[src/rtl/dmac_rb_pkg.sv]
package dmac_rb_pkg;
  localparam logic [7:0] OFS_CTRL   = 8'h00;
  localparam logic [7:0] OFS_ESTAT  = 8'h04;
  localparam logic [7:0] OFS_REQ_HI = 8'h08;
  localparam logic [7:0] OFS_REQ_LO = 8'h0C;
  localparam logic [7:0] OFS_EEI_HI = 8'h10;
  localparam logic [7:0] OFS_EEI_LO = 8'h14;
  localparam logic [7:0] OFS_CMD_A  = 8'h18;
  localparam logic [7:0] OFS_CMD_B  = 8'h1C;
  localparam logic [7:0] OFS_INT_HI = 8'h20;
  localparam logic [7:0] OFS_INT_LO = 8'h24;
  localparam logic [7:0] OFS_ERR_HI = 8'h28;
  localparam logic [7:0] OFS_ERR_LO = 8'h2C;

  // lanes of command word A
  localparam int LANE_REQ_SET = 0;
  localparam int LANE_REQ_CLR = 1;
  localparam int LANE_EEI_SET = 2;
  localparam int LANE_EEI_CLR = 3;
  // lanes of command word B
  localparam int LANE_INT_CLR  = 0;
  localparam int LANE_ERR_CLR  = 1;
  localparam int LANE_START    = 2;
  localparam int LANE_DONE_CLR = 3;

  localparam int CAUSE_W = 10;
  localparam int CHAN_W  = 6;
endpackage

[src/rtl/dmac_rb_bitmap.sv]
module dmac_rb_bitmap #(
  parameter int N   = 64,
  parameter bit W1C = 1'b0
) (
  input  logic         clk,
  input  logic         rst_n,
  input  logic [N-1:0] set_i,
  input  logic [N-1:0] clr_i,
  input  logic [N-1:0] wmask_i,
  input  logic [N-1:0] wval_i,
  output logic [N-1:0] q_o
);
  logic [N-1:0] q_nxt;
  logic [N-1:0] kept;
  logic         upd;

  generate
    if (W1C) begin : g_w1c
      assign kept = q_o & ~(wmask_i & wval_i);
    end else begin : g_rw
      assign kept = (q_o & ~wmask_i) | (wval_i & wmask_i);
    end
  endgenerate

  always_comb begin
    q_nxt = (kept & ~clr_i) | set_i;
    upd   = (|set_i) | (|clr_i) | (|wmask_i);
  end

  always_ff @(posedge clk or negedge rst_n) begin
    if (!rst_n)   q_o <= '0;
    else if (upd) q_o <= q_nxt;
  end
endmodule

[src/rtl/dmac_rb_cmd_decode.sv]
module dmac_rb_cmd_decode #(
  parameter int N = 64
) (
  input  logic                hit_i,
  input  logic [3:0]          strb_i,
  input  logic [31:0]         wdata_i,
  output logic [3:0][N-1:0]   mask_o
);
  generate
    for (genvar k = 0; k < 4; k++) begin : g_lane
      for (genvar c = 0; c < N; c++) begin : g_ch
        assign mask_o[k][c] = hit_i && strb_i[k] && (wdata_i[8*k +: 8] == 8'(c));
      end
    end
  endgenerate
endmodule

[src/rtl/dmac_rb_errstat.sv]
module dmac_rb_errstat (
  input  logic        clk,
  input  logic        rst_n,
  input  logic        rpt_valid_i,
  input  logic [5:0]  rpt_chan_i,
  input  logic [9:0]  rpt_cause_i,
  input  logic        clr_i,
  output logic [31:0] status_o
);
  logic [31:0] st_nxt;
  logic        capture;
  logic        upd;

  always_comb begin
    capture = rpt_valid_i && (!status_o[31] || clr_i);
    upd     = capture || clr_i;
    if (capture)
      st_nxt = {1'b1, 15'b0, rpt_cause_i[9], rpt_cause_i[8], rpt_chan_i, rpt_cause_i[7:0]};
    else
      st_nxt = '0;
  end

  always_ff @(posedge clk or negedge rst_n) begin
    if (!rst_n)   status_o <= '0;
    else if (upd) status_o <= st_nxt;
  end
endmodule

[src/rtl/dmac_regbank.sv]
module dmac_regbank
  import dmac_rb_pkg::*;
#(
  parameter int NUM_CH = 64
) (
  input  logic              clk,
  input  logic              rst_n,
  input  logic              reg_wr_en,
  input  logic [7:0]        reg_addr,
  input  logic [3:0]        reg_wstrb,
  input  logic [31:0]       reg_wdata,
  output logic [31:0]       reg_rdata,
  input  logic [NUM_CH-1:0] ch_done_evt,
  input  logic              err_rpt_valid,
  input  logic [5:0]        err_rpt_chan,
  input  logic [9:0]        err_rpt_cause,
  output logic [NUM_CH-1:0] ch_req_en,
  output logic [NUM_CH-1:0] ch_start,
  output logic [NUM_CH-1:0] ch_done_clr,
  output logic              ctrl_dyn_clk,
  output logic              ctrl_rr_group,
  output logic              ctrl_rr_chan,
  output logic              irq
);
  localparam int FULL_W = 64;

  // byte-lane mask and word hits
  logic [31:0] bmask;
  logic hit_ctrl, hit_estat, hit_cmd_a, hit_cmd_b;
  logic hit_req_hi, hit_req_lo, hit_eei_hi, hit_eei_lo;
  logic hit_int_hi, hit_int_lo, hit_err_hi, hit_err_lo;

  assign bmask = {{8{reg_wstrb[3]}}, {8{reg_wstrb[2]}}, {8{reg_wstrb[1]}}, {8{reg_wstrb[0]}}};

  always_comb begin
    hit_ctrl   = reg_wr_en && (reg_addr == OFS_CTRL);
    hit_estat  = reg_wr_en && (reg_addr == OFS_ESTAT);
    hit_req_hi = reg_wr_en && (reg_addr == OFS_REQ_HI);
    hit_req_lo = reg_wr_en && (reg_addr == OFS_REQ_LO);
    hit_eei_hi = reg_wr_en && (reg_addr == OFS_EEI_HI);
    hit_eei_lo = reg_wr_en && (reg_addr == OFS_EEI_LO);
    hit_cmd_a  = reg_wr_en && (reg_addr == OFS_CMD_A);
    hit_cmd_b  = reg_wr_en && (reg_addr == OFS_CMD_B);
    hit_int_hi = reg_wr_en && (reg_addr == OFS_INT_HI);
    hit_int_lo = reg_wr_en && (reg_addr == OFS_INT_LO);
    hit_err_hi = reg_wr_en && (reg_addr == OFS_ERR_HI);
    hit_err_lo = reg_wr_en && (reg_addr == OFS_ERR_LO);
  end

  // 64-bit write views, truncated to the channel count
  logic [FULL_W-1:0] wval64;
  logic [FULL_W-1:0] req_wm64, eei_wm64, int_wm64, err_wm64;

  always_comb begin
    wval64   = {reg_wdata, reg_wdata};
    req_wm64 = {hit_req_hi ? bmask : 32'b0, hit_req_lo ? bmask : 32'b0};
    eei_wm64 = {hit_eei_hi ? bmask : 32'b0, hit_eei_lo ? bmask : 32'b0};
    int_wm64 = {hit_int_hi ? bmask : 32'b0, hit_int_lo ? bmask : 32'b0};
    err_wm64 = {hit_err_hi ? bmask : 32'b0, hit_err_lo ? bmask : 32'b0};
  end

  // command decoding
  logic [3:0][NUM_CH-1:0] cmd_a, cmd_b;

  dmac_rb_cmd_decode #(.N(NUM_CH)) u_cmd_a (
    .hit_i(hit_cmd_a), .strb_i(reg_wstrb), .wdata_i(reg_wdata), .mask_o(cmd_a));
  dmac_rb_cmd_decode #(.N(NUM_CH)) u_cmd_b (
    .hit_i(hit_cmd_b), .strb_i(reg_wstrb), .wdata_i(reg_wdata), .mask_o(cmd_b));

  // error report as a one-hot set vector
  logic [NUM_CH-1:0] err_set;
  generate
    for (genvar c = 0; c < NUM_CH; c++) begin : g_eset
      assign err_set[c] = err_rpt_valid && (err_rpt_chan == 6'(c));
    end
  endgenerate

  // bitmaps
  logic [NUM_CH-1:0] req_q, eei_q, int_q, err_q;
  logic [NUM_CH-1:0] zero_n;
  assign zero_n = '0;

  dmac_rb_bitmap #(.N(NUM_CH), .W1C(1'b0)) u_req (
    .clk(clk), .rst_n(rst_n),
    .set_i(cmd_a[LANE_REQ_SET]), .clr_i(cmd_a[LANE_REQ_CLR]),
    .wmask_i(req_wm64[NUM_CH-1:0]), .wval_i(wval64[NUM_CH-1:0]), .q_o(req_q));

  dmac_rb_bitmap #(.N(NUM_CH), .W1C(1'b0)) u_eei (
    .clk(clk), .rst_n(rst_n),
    .set_i(cmd_a[LANE_EEI_SET]), .clr_i(cmd_a[LANE_EEI_CLR]),
    .wmask_i(eei_wm64[NUM_CH-1:0]), .wval_i(wval64[NUM_CH-1:0]), .q_o(eei_q));

  dmac_rb_bitmap #(.N(NUM_CH), .W1C(1'b1)) u_int (
    .clk(clk), .rst_n(rst_n),
    .set_i(ch_done_evt), .clr_i(cmd_b[LANE_INT_CLR]),
    .wmask_i(int_wm64[NUM_CH-1:0]), .wval_i(wval64[NUM_CH-1:0]), .q_o(int_q));

  dmac_rb_bitmap #(.N(NUM_CH), .W1C(1'b1)) u_err (
    .clk(clk), .rst_n(rst_n),
    .set_i(err_set), .clr_i(cmd_b[LANE_ERR_CLR]),
    .wmask_i(err_wm64[NUM_CH-1:0]), .wval_i(wval64[NUM_CH-1:0]), .q_o(err_q));

  // error status capture
  logic [31:0] estat_q;
  logic        estat_clr;
  assign estat_clr = hit_estat && reg_wstrb[3] && reg_wdata[31];

  dmac_rb_errstat u_estat (
    .clk(clk), .rst_n(rst_n),
    .rpt_valid_i(err_rpt_valid), .rpt_chan_i(err_rpt_chan), .rpt_cause_i(err_rpt_cause),
    .clr_i(estat_clr), .status_o(estat_q));

  // control word
  logic [2:0] ctrl_q, ctrl_nxt;
  logic       ctrl_upd;

  always_comb begin
    ctrl_nxt = ctrl_q;
    if (reg_wstrb[3]) ctrl_nxt[2]   = reg_wdata[31];
    if (reg_wstrb[0]) ctrl_nxt[1:0] = reg_wdata[3:2];
    ctrl_upd = hit_ctrl && (reg_wstrb[3] || reg_wstrb[0]);
  end

  always_ff @(posedge clk or negedge rst_n) begin
    if (!rst_n)        ctrl_q <= '0;
    else if (ctrl_upd) ctrl_q <= ctrl_nxt;
  end

  // strobe registers
  logic [NUM_CH-1:0] start_q, dclr_q;
  always_ff @(posedge clk or negedge rst_n) begin
    if (!rst_n) begin
      start_q <= '0;
      dclr_q  <= '0;
    end else begin
      start_q <= cmd_b[LANE_START];
      dclr_q  <= cmd_b[LANE_DONE_CLR];
    end
  end

  // read mux
  logic [FULL_W-1:0] req64, eei64, int64, err64;
  always_comb begin
    req64 = 64'(req_q);
    eei64 = 64'(eei_q);
    int64 = 64'(int_q);
    err64 = 64'(err_q);
    case (reg_addr)
      OFS_CTRL:   reg_rdata = {ctrl_q[2], 27'b0, ctrl_q[1:0], 2'b0};
      OFS_ESTAT:  reg_rdata = estat_q;
      OFS_REQ_HI: reg_rdata = req64[63:32];
      OFS_REQ_LO: reg_rdata = req64[31:0];
      OFS_EEI_HI: reg_rdata = eei64[63:32];
      OFS_EEI_LO: reg_rdata = eei64[31:0];
      OFS_INT_HI: reg_rdata = int64[63:32];
      OFS_INT_LO: reg_rdata = int64[31:0];
      OFS_ERR_HI: reg_rdata = err64[63:32];
      OFS_ERR_LO: reg_rdata = err64[31:0];
      default:    reg_rdata = 32'b0;
    endcase
  end

  assign ch_req_en     = req_q;
  assign ch_start      = start_q;
  assign ch_done_clr   = dclr_q;
  assign ctrl_dyn_clk  = ctrl_q[2];
  assign ctrl_rr_group = ctrl_q[1];
  assign ctrl_rr_chan  = ctrl_q[0];
  assign irq           = (|int_q) || (|(err_q & eei_q));
endmodule

[config.mk]
export PLATFORM = sky130hd
export DESIGN_NAME = dmac_regbank
export DESIGN_NICKNAME = d
export VERILOG_FILES = /design/src/rtl/dmac_rb_pkg.sv /design/src/rtl/dmac_rb_bitmap.sv /design/src/rtl/dmac_rb_cmd_decode.sv /design/src/rtl/dmac_rb_errstat.sv /design/src/rtl/dmac_regbank.sv
export SDC_FILE = /design/constraint.sdc
export NUM_CORES = 1
export LEC_CHECK = 0
export BUFFER_PORTS_ARGS = -buffer_cell sky130_fd_sc_hd__buf_2
export CELL_PAD_IN_SITES_DETAIL_PLACEMENT = 1
export CELL_PAD_IN_SITES_GLOBAL_PLACEMENT = 2
export CORE_UTILIZATION = 38
export DETAILED_ROUTE_END_ITERATION = 6
export GPL_TIMING_DRIVEN = 0
export PLACE_DENSITY_LB_ADDON = 0.12
export REMOVE_ABC_BUFFERS = 1
export SETUP_SLACK_MARGIN = 0.2
export SYNTH_ARGS = -nofsm -noshare
export SYNTH_HDL_FRONTEND = slang
export SYNTH_HIERARCHICAL = 1
export SYNTH_SLANG_ARGS = --single-unit
[constraint.sdc]
create_clock -name clk -period 2.58 [get_ports clk]
set_clock_uncertainty 0.15 [all_clocks]
set_input_delay 0 -clock clk [delete_from_list [all_inputs] [get_ports clk]]
set_output_delay 0 -clock clk [all_outputs]
set_load 0.02 [all_outputs]
==> qor.csv <==
metric;value;unit
status;complete, but fails checks;
violations;negative setup slack;
synth_cell_types;50;
setup_tns;-0.3712;ns
synth_cells;2345;
first_iter_violations;3032;
vias_per_cell;6.500;
critPathLaunchType;flip-flop;
placementRows;87;
fin_nets;2932;
ys_ff_latch;404;
clk_path_buf_depth;3;
fmax;359.2;MHz
synth_edf_count;0;
synth_top_area_share;45.97;%
coreArea;0.05682;mm2
tightestPinTransition;1.346;ns
final_util;50.04;%
crit_fanout;2;
synth-main-ff-cell;dfrtp_1;
vias;23412;
ant_nets;0;
synth_top_cells_by_count;nor3_1 (497), dfrtp_1 (404), nand2_1 (186);
cap_violations;0;
cts_sinks;404;
grt_use_total;42.33;%
grt_max_degree;126;
die-area;0.05885;mm2
arrival;2.63;ns
cts-htree-levels;2;
drive_gt1_share;21.14;%
cts-root-buf;clkbuf_16;
yosysMostFrequentCell;nor3_1;
async_flop_share;100.0;%
pin_count;356;
yosysWarnings;6;
die_h;242.6;um
critPathKind;flip-flop to primary output;
area_growth;29.27;%
hold_viol_final;0;
multi_input_area;0.01066;mm2
wl_per_cell;35.10;um
irDropWorstVdd;0.0004513;V
cts_tree;yes;
cp-end-kind;primary output;
hp-class;primary input to flip-flop;
synthTopCellsByArea;dfrtp_1 (46%), nor3_1 (11%), mux2i_1 (5.8%);
avgSynthCellArea;9.379;um2
drt-total-wl;126400;um
path_clk_slew;0.07;ns
hpwl;84420;um
power.leakage;11.03;nW
grt_pass1_wl;178800;um
drtPass1Iterations;7;
overflow;0;
yosysTopAreaCell;dfrtp_1;
seqCellArea;0.01013;mm2
setup_violations;3;
fillCellCount;6436;
period_minus_slack;2.784;ns
numCtsBuffers;48;
drc;0;
maxSlewViolCount;0;
die_w;242.6;um
period_share;107.9;%
gp_congestion;1.024;
initial_core_util;38.71;%
relSlewSlack;9.431;%
antenna_found_initial;10;
clk_latency;0.60;ns
p_per_area;574.1;mW/mm2
setup_slack;-0.2042;ns
required;2.43;ns
portBuffers;355;
ys_seq_area_share;45.97;%
rsz0062_at_grt;true;
synth_area;0.02199;mm2
grt_pass1_vias;23918;
## area by class of cell
cell class,count,share of cell area [%]
Antenna cell,3,0.02640
Clock buffer,65,4.876
Clock inverter,24,1.153
Inverter,144,1.901
Multi-Input combinational cell,1590,37.49
Sequential cell,404,35.65
Tap cell,756,3.327
Timing Repair Buffer,616,15.57
## logic make-up after synthesis
family                 Yosys count  share of synthesized area [%]
AO/OA/AOI/OAI                  441                          16.95
buffers and inverters          367                          7.362
flip-flops                     404                          45.97
multiplexers                   131                          5.979
other                            1                        0.01705
AND/OR/NAND/NOR               1001                          23.73
## power by group
group	leakage, nW	switching (mW)	internal [mW]	total [mW]
Clock	0.833	3.04	4.41	7.45
Sequential	5.15	0.570	6.62	7.19
Combinational	5.05	1.08	0.603	1.68
## layer usage
| layer | up-vias | GRT usage (%) | share of wire [%] |
|---|---|---|---|
| met5 | - | 0 | 0.026 |
| met4 | 6 | 25.23 | 6.7 |
| met3 | 394 | 11.38 | 11 |
| met2 | 1568 | 63.08 | 43 |
| met1 | 11958 | 54.99 | 39 |
| li1 | 9486 | - | - |
## timing repair
action	CTS	global route
hold buffers	192	0
gates cloned	2	0
pin swaps	39	6
buffers inserted	56	3
hold endpoints to repair	692	0
endpoints found under the setup margin	426	94
gates resized for setup	68	15
## metrics by stage
| stage | cells | instance area, um2 | hold slack (ns) | setup WS [ns] | power (mW) |
|---|---|---|---|---|---|
| global placement | 3247 | 23690 | 0.04315 | -7.143 | 8.558 |
| detailed placement | 3257 | 23960 | -0.08912 | -1.674 | 8.622 |
| floorplan | 2136 | 20970 | -0.4456 | -0.5644 | 7.476 |
| global route | 3600 | 28430 | 0.01303 | -0.1688 | 16.66 |
| CTS | 3596 | 28330 | 0.0004717 | -0.1149 | 16.31 |
| finish | 3602 | 28430 | 0.04481 | -0.2042 | 16.32 |
## cell usage in the layout, fill, tap and decap left out, types with 9 or more instances in the layout
cell type / netlist / routed
a221oi_1: 23 / 21
a222oi_1: 31 / 31
a22o_1: 32 / 32
a22oi_1: 76 / 73
a31o_1: 128 / 128
buf_2: 57 / 349
buf_4: 25 / 55
clkbuf_16: 0 / 49
clkbuf_8: 0 / 10
conb_1: 1 / 15
dfrtp_1: 404 / 384
dfrtp_2: 0 / 20
dlygate4sd3_1: 0 / 192
inv_1: 144 / 144
mux2i_1: 128 / 128
nand2_1: 186 / 186
nand2b_1: 21 / 20
nand3_1: 33 / 32
nand4_1: 20 / 20
nand4b_1: 17 / 17
nand4bb_1: 16 / 10
nor2_1: 96 / 89
nor3_1: 497 / 496
nor4_1: 31 / 23
nor4_4: 4 / 11
o21bai_1: 128 / 128
o32ai_2: 9 / 9
or4b_1: 19 / 18
## sequential cells by signal, summed over array words and instances (netlist names)
register          flops
ch_done_clr          64
ch_start             64
u_eei/q_o            64
u_err/q_o            64
u_int/q_o            64
u_req/q_o            64
u_estat/status_o     17
ctrl_q                3
## final timing paths
check                      slack (ns)            start  depth (start not counted)         endpoint
setup / recovery                -0.20    u_err/q_o[19]                          5    reg_rdata[19]
hold / removal                   0.04  ch_done_evt[15]                          3    u_int/q_o[15]
setup reg to reg                 1.03    u_int/q_o[12]                          2    u_int/q_o[12]
hold reg to reg                  0.41    u_err/q_o[55]                          1    u_err/q_o[55]
max in group asynchronous        0.67            rst_n                          4    u_req/q_o[35]
min in group asynchronous        0.39            rst_n                          3  ch_done_clr[37]
## critical path: stages (launching register included)
cell,delay [ns]
dfrtp_2,0.48
a22o_1,0.23
a222oi_1,0.77
nand3_1,0.15
a21o_1,0.25
buf_6,0.15
Note: power is estimated with default switching activity, not from simulation.
